[src/rtl/cond_alu_pkg.sv]
package cond_alu_pkg;

    typedef enum logic [3:0] {
        OPC_AND = 4'h0, OPC_EOR = 4'h1, OPC_SUB = 4'h2, OPC_RSB = 4'h3,
        OPC_ADD = 4'h4, OPC_ADC = 4'h5, OPC_SBC = 4'h6, OPC_RSC = 4'h7,
        OPC_TST = 4'h8, OPC_TEQ = 4'h9, OPC_CMP = 4'hA, OPC_CMN = 4'hB,
        OPC_ORR = 4'hC, OPC_MOV = 4'hD, OPC_BIC = 4'hE, OPC_MVN = 4'hF
    } alu_op_e;

    typedef struct packed {
        logic n;
        logic z;
        logic c;
        logic v;
    } nzcv_t;

    // Condition evaluation against stored flags
    function automatic logic cond_holds(input logic [3:0] code, input nzcv_t f);
        logic r;
        case (code)
            4'd0:  r = f.z;
            4'd1:  r = !f.z;
            4'd2:  r = f.c;
            4'd3:  r = !f.c;
            4'd4:  r = f.n;
            4'd5:  r = !f.n;
            4'd6:  r = f.v;
            4'd7:  r = !f.v;
            4'd8:  r = f.c && !f.z;
            4'd9:  r = !f.c || f.z;
            4'd10: r = (f.n == f.v);
            4'd11: r = (f.n != f.v);
            4'd12: r = !f.z && (f.n == f.v);
            4'd13: r = f.z || (f.n != f.v);
            4'd14: r = 1'b1;
            default: r = 1'b0;
        endcase
        return r;
    endfunction

    function automatic logic op_is_compare(input alu_op_e op);
        return (op == OPC_TST) || (op == OPC_TEQ) || (op == OPC_CMP) || (op == OPC_CMN);
    endfunction

    function automatic logic op_is_logical(input alu_op_e op);
        return (op == OPC_AND) || (op == OPC_EOR) || (op == OPC_TST) || (op == OPC_TEQ) ||
               (op == OPC_ORR) || (op == OPC_MOV) || (op == OPC_BIC) || (op == OPC_MVN);
    endfunction

endpackage

[src/rtl/cc_eval.sv]
module cc_eval
    import cond_alu_pkg::*;
(
    input  logic [3:0] cond_i,
    input  nzcv_t      flags_i,
    output logic       pass_o
);
    always_comb pass_o = cond_holds(cond_i, flags_i);
endmodule

[src/rtl/alu_datapath.sv]
module alu_datapath
    import cond_alu_pkg::*;
#(
    parameter int WIDTH = 32
) (
    input  alu_op_e          op_i,
    input  logic [WIDTH-1:0] a_i,
    input  logic [WIDTH-1:0] b_i,
    input  logic             shc_i,
    input  nzcv_t            cur_i,
    output logic [WIDTH-1:0] res_o,
    output nzcv_t            nxt_o
);
    localparam int MSB = WIDTH - 1;

    logic [WIDTH-1:0] x, y, arith, logic_r;
    logic             cin, is_sub, is_logic;
    logic [WIDTH-1:0] c_vec, v_vec;

    // Operand routing for the adder
    always_comb begin
        x = a_i; y = b_i; cin = 1'b0; is_sub = 1'b0;
        case (op_i)
            OPC_SUB, OPC_CMP: begin is_sub = 1'b1; cin = 1'b1; end
            OPC_RSB: begin x = b_i; y = a_i; is_sub = 1'b1; cin = 1'b1; end
            OPC_ADC: cin = cur_i.c;
            OPC_SBC: begin is_sub = 1'b1; cin = cur_i.c; end
            OPC_RSC: begin x = b_i; y = a_i; is_sub = 1'b1; cin = cur_i.c; end
            default: ;
        endcase
        arith = is_sub ? (x + ~y + WIDTH'(cin)) : (x + y + WIDTH'(cin));
    end

    always_comb begin
        case (op_i)
            OPC_AND, OPC_TST: logic_r = a_i & b_i;
            OPC_EOR, OPC_TEQ: logic_r = a_i ^ b_i;
            OPC_ORR:          logic_r = a_i | b_i;
            OPC_MOV:          logic_r = b_i;
            OPC_BIC:          logic_r = a_i & ~b_i;
            default:          logic_r = ~b_i;
        endcase
        is_logic = op_is_logical(op_i);
        res_o    = is_logic ? logic_r : arith;
    end

    // Carry and overflow from sign bits
    always_comb begin
        if (is_sub) begin
            c_vec = (x & ~y) | (x & ~arith) | (~y & ~arith);
            v_vec = (x & ~y & ~arith) | (~x & y & arith);
        end else begin
            c_vec = (x & y) | (x & ~arith) | (y & ~arith);
            v_vec = (x & y & ~arith) | (~x & ~y & arith);
        end
        nxt_o.n = res_o[MSB];
        nxt_o.z = (res_o == '0);
        nxt_o.c = is_logic ? shc_i   : c_vec[MSB];
        nxt_o.v = is_logic ? cur_i.v : v_vec[MSB];
    end
endmodule

[src/rtl/nzcv_store.sv]
module nzcv_store
    import cond_alu_pkg::*;
(
    input  logic  clk,
    input  logic  rst,
    input  logic  load_i,
    input  nzcv_t d_i,
    output nzcv_t q_o
);
    always_ff @(posedge clk) begin
        if (rst)         q_o <= '0;
        else if (load_i) q_o <= d_i;
    end


    no_load_hold_chk: assert property (@(posedge clk) disable iff (rst)
        !load_i |=> $stable(q_o));
endmodule

[src/rtl/cond_alu.sv]
module cond_alu
    import cond_alu_pkg::*;
#(
    parameter int WIDTH = 32
) (
    input  logic             clk,
    input  logic             rst,
    input  logic [3:0]       cond_i,
    input  logic [3:0]       op_i,
    input  logic             set_flags_i,
    input  logic [WIDTH-1:0] a_i,
    input  logic [WIDTH-1:0] b_i,
    input  logic             shift_carry_i,
    output logic [WIDTH-1:0] result_o,
    output logic             wr_en_o,
    output logic             cond_pass_o,
    output logic [3:0]       flags_o
);
    alu_op_e op;
    nzcv_t   cur, nxt;
    logic    pass, load;

    assign op = alu_op_e'(op_i);

    cc_eval u_cc (.cond_i(cond_i), .flags_i(cur), .pass_o(pass));

    alu_datapath #(.WIDTH(WIDTH)) u_dp (
        .op_i(op), .a_i(a_i), .b_i(b_i), .shc_i(shift_carry_i),
        .cur_i(cur), .res_o(result_o), .nxt_o(nxt)
    );

    assign load = pass && set_flags_i;

    nzcv_store u_fl (.clk(clk), .rst(rst), .load_i(load), .d_i(nxt), .q_o(cur));

    assign cond_pass_o = pass;
    assign wr_en_o     = pass && !op_is_compare(op);
    assign flags_o     = cur;


    never_cond_chk: assert property (@(posedge clk) disable iff (rst)
        (cond_i == 4'hF) |-> !cond_pass_o);


    fail_hold_chk: assert property (@(posedge clk) disable iff (rst)
        !cond_pass_o |=> $stable(flags_o));


    cmp_nowrite_chk: assert property (@(posedge clk) disable iff (rst)
        (op_i[3:2] == 2'b10) |-> !wr_en_o);


    logic_v_keep_chk: assert property (@(posedge clk) disable iff (rst)
        (cond_pass_o && set_flags_i && op_is_logical(op)) |=> (flags_o[0] == $past(flags_o[0])));


    zero_flag_chk: assert property (@(posedge clk) disable iff (rst)
        (cond_pass_o && set_flags_i) |=> (flags_o[2] == ($past(result_o) == '0)));
endmodule

[config.mk]
export PLATFORM = sky130hd
export DESIGN_NAME = cond_alu
export DESIGN_NICKNAME = d
export VERILOG_FILES = /design/src/rtl/cond_alu_pkg.sv /design/src/rtl/cc_eval.sv /design/src/rtl/alu_datapath.sv /design/src/rtl/nzcv_store.sv /design/src/rtl/cond_alu.sv
export SDC_FILE = /design/constraint.sdc
export NUM_CORES = 1
export LEC_CHECK = 0
export CORE_ASPECT_RATIO = 1.25
export CORE_MARGIN = 2
export CORE_UTILIZATION = 35
export DETAILED_ROUTE_END_ITERATION = 8
export DONT_BUFFER_PORTS = 1
export GPL_ROUTABILITY_DRIVEN = 0
export PLACE_DENSITY = 0.59
export REMOVE_ABC_BUFFERS = 1
export SYNTH_ARGS = -nofsm -noshare
export SYNTH_HDL_FRONTEND = slang
export SYNTH_SLANG_ARGS = --single-unit
[constraint.sdc]
create_clock -name clk -period 8.15 [get_ports clk]
set_clock_uncertainty 0.05 [all_clocks]
set_input_delay 0.815 -clock clk [delete_from_list [all_inputs] [get_ports clk]]
set_output_delay 0.815 -clock clk [all_outputs]
set_load 0.01 [all_outputs]
==> run_results.csv <==
group,metric,value,unit
floorplan,num_rows,58,
min_path,min_path_type,"reg -> reg",
floorplan,start_util,35.3,%
place,io_buffers,0,
clock_network,clock_sinks,4,
final_layout,top_regs,"u_fl.q_o x4",
logic_synthesis,syn_inst,1097,
place,hpwlAfterDp,21000,um
grt,grt_max_degree,68,
drt,ant_nets,0,
logic_synthesis,syn_area_per_cell,6.42,um^2
final_layout,final_cells,1304,
grt,overflow,0,
timing,setup-violations-final,0,
grt,antenna_found_initial,0,
logic_synthesis,synth-compound-area-share,38.4,%
clock_network,hold_buffers,0,
floorplan,num_io_pins,114,
timing,finalCritPeriodShare,72.0,%
drt,firstDrtPassIters,5,
clock_network,post_cts_buffers,0,
timing,rsz0062_at_grt,"no",
grt,grt_pass1_wl,41500,um
clock_network,cts_max_path_buffers,2,
setup_path,cp-end-kind,"output port",
logic_synthesis,synth_top_family_by_area,"compound AO/OA/AOI/OAI gates",
clock_network,numCtsBuffers,3,
final_layout,syn_to_final_growth,2.45,%
grt,grt_pass1_vias,7679,
setup_path,critPathMaxFanout,67,
logic_synthesis,yosys.area_share.simple,26.6,%
final_layout,drive_gt1_share,4.74,%
clock_network,cts_max_level,1,
power,p_per_area,88.1,nW/um^2
setup_path,crit_arrival,5.00,ns
logic_synthesis,yosysUniqueCellTypes,84,
drt,drt_iter0_drc,940,
drt,wl_per_cell,21.2,um
setup_path,critPathLaunchType,"primary input",
floorplan,die_area,21300,um^2
power,p_total,0.636,mW
timing,drv_slew,0,
final_layout,regMostFlops,"u_fl.q_o",
final_layout,largest_register_ffs,4,
logic_synthesis,yosys_warnings,0,
logic_synthesis,synth-async-reset-ratio,0,%
place,dpl_cell_area,7140,um^2
final_layout,stdcell_area,7220,um^2
timing,hold_viol_final,0,
floorplan,die_x,131,um
job,max_cap_viol_count,0,
clock_network,cts-root-buf,"clkbuf_16",
run_status,status,"finished clean",
logic_synthesis,syn_area,7050,um^2
logic_synthesis,synth-xor-area-share,5.72,%
floorplan,core,20000,um^2
drt,drc,0,
final_layout,nets,1181,
setup_path,required,7.28,ns
clock_network,clk_pin_slew_worst_paths,0.03,ns
logic_synthesis,ys.flop_type,"dfxtp_1",
setup_path,path_class,"in -> out",
logic_synthesis,synth_seq_cells,4,
logic_synthesis,seq_area_frac_synth,1.14,%
drt,wirelength,27700,um
final_layout,filler_cell_count,2202,
power,power_leakage,3.06,nW
drt,routed_via_density,6.39,
clock_network,tritoncts,"built",
drt,vias,8327,
logic_synthesis,yosys-mux-area-fraction,5.90,%
logic_synthesis,synth_edf_count,0,
logic_synthesis,synthAdderAreaFrac,12.5,%
floorplan,die_h,163,um
timing,tightest_slew,0.962,ns
final_layout,num_antenna_cells,0,
timing,finalSetupTns,0,ns
clock_network,cts_resized,0,
power,vdd_ir_drop_max,0.0000514,V
timing,max_freq,171,MHz
place,dp_cells,1301,
timing,fin_crit,5.86,ns
clock_network,clkLatencyLatePin,0.23,ns
timing,max-slew-margin-rel,35.5,%
grt,grt_usage,24.6,%
[worst max-delay path, cell delays in order]
cell and delay, ns:
inv_1 0.15, o21ai_0 0.10, a21boi_0 0.18, o22ai_1 0.14
ha_1 0.24, a211oi_1 0.44, nor2_1 0.11, ha_1 0.22
a221oi_1 0.34, o221ai_2 0.24, a211oi_1 0.38, nor3_2 0.12
o21ai_1 0.34, o21ai_0 0.17, a31oi_1 0.16, nor2_1 0.08
xor2_1 0.13, o21ai_0 0.58
[logic make-up (layout without fill, tap and decap cells)]
kind of cell | Yosys count | in the layout
buffers and inverters | 173 | 110
muxes | 41 | 41
AOI/OAI and AO/OA | 384 | 384
xor gates and xnor gates | 46 | 46
adders and majority gates | 69 | 69
DFF | 4 | 4
and+or+nand+nor | 380 | 380
[stage by stage]
| stage | utilization (%) | worst slack [ns] | hold WS, ns |
|---|---|---|---|
| 2_1_floorplan | - | 2.94 | 0.498 |
| 3_3_place_gp | 35.8 | 2.41 | 0.564 |
| 3_5_place_dp | 35.8 | 2.34 | 0.571 |
| 4_1_cts | 36.2 | 2.34 | 0.574 |
| 5_1_grt | 36.2 | 1.89 | 0.607 |
| 6_report | 36.2 | 2.29 | 0.576 |
[final cells by class]
type                       instances  area [um^2]  area share (%)
multi-input combinational        920         6290            87.1
timing repair buffer              10         75.1            1.04
inverter                          97          364            5.04
tap                              270          338            4.68
sequential                         4         80.1            1.11
clock buffer                       3         75.1            1.04
[metal layers]
metal  GRT usage, %  part of all wire (%)  vias up
li1               -                     -     3927
met4           11.4                   4.8        0
met3           4.30                   8.1       86
met2           43.2                    48      409
met1           28.7                    39     3905
met5              0                     0        -
[final timing paths]
path                                               start                        to  slack [ns]  cells past startpoint
worst max register to register  u_fl.q_o[1]$_SDFFE_PP0P_  u_fl.q_o[2]$_SDFFE_PP0P_        2.88                     17
worst min register to register  u_fl.q_o[3]$_SDFFE_PP0P_  u_fl.q_o[3]$_SDFFE_PP0P_        0.58                      2
worst min-delay path            u_fl.q_o[3]$_SDFFE_PP0P_  u_fl.q_o[3]$_SDFFE_PP0P_        0.58                      2
worst max-delay path                             op_i[1]              result_o[30]        2.29                     18
[cells in the mapped netlist (all sizes together) (5+ instances only)]
cell | count | area, um^2
a2111oi | 5 | 43.8
a211o | 8 | 70.1
a211oi | 10 | 85.1
a21boi | 7 | 52.6
a21o | 16 | 120
a21oi | 74 | 370
a221oi | 14 | 123
a22oi | 12 | 90.1
a311oi | 10 | 93.8
a31oi | 20 | 125
a32oi | 10 | 87.6
and2 | 9 | 56.3
and3 | 10 | 62.6
buf | 21 | 123
clkbuf | 55 | 206
ha | 67 | 838
inv | 97 | 364
mux2i | 37 | 370
nand2 | 83 | 312
nand3 | 32 | 160
nand4 | 8 | 50.1
nor2 | 111 | 419
nor2b | 38 | 238
nor3 | 30 | 155
nor3b | 10 | 75.1
nor4 | 11 | 68.8
o211ai | 10 | 75.1
o21a | 9 | 67.6
o21ai | 79 | 399
o221ai | 17 | 168
o22ai | 10 | 62.6
o31ai | 18 | 145
o32ai | 5 | 43.8
or2 | 10 | 62.6
or3 | 8 | 50.1
xnor2 | 12 | 105
xor2 | 34 | 298
[where the power goes]
part | internal [mW] | switching (mW)
Combinational | 0.189 | 0.346
Sequential | 0.0213 | 0.00339
Clock | 0.0627 | 0.0140
[cell usage in the layout (no fill, tap or decap), drive strengths merged, types with 30 or more instances in the layout]
master  count
a21oi      74
nor2b      38
nor3       30
nor2      111
ha         67
nand3      32
xor2       34
nand2      83
o21ai      79
inv        97
mux2i      37
Note: power is estimated with default switching activity, not from simulation.
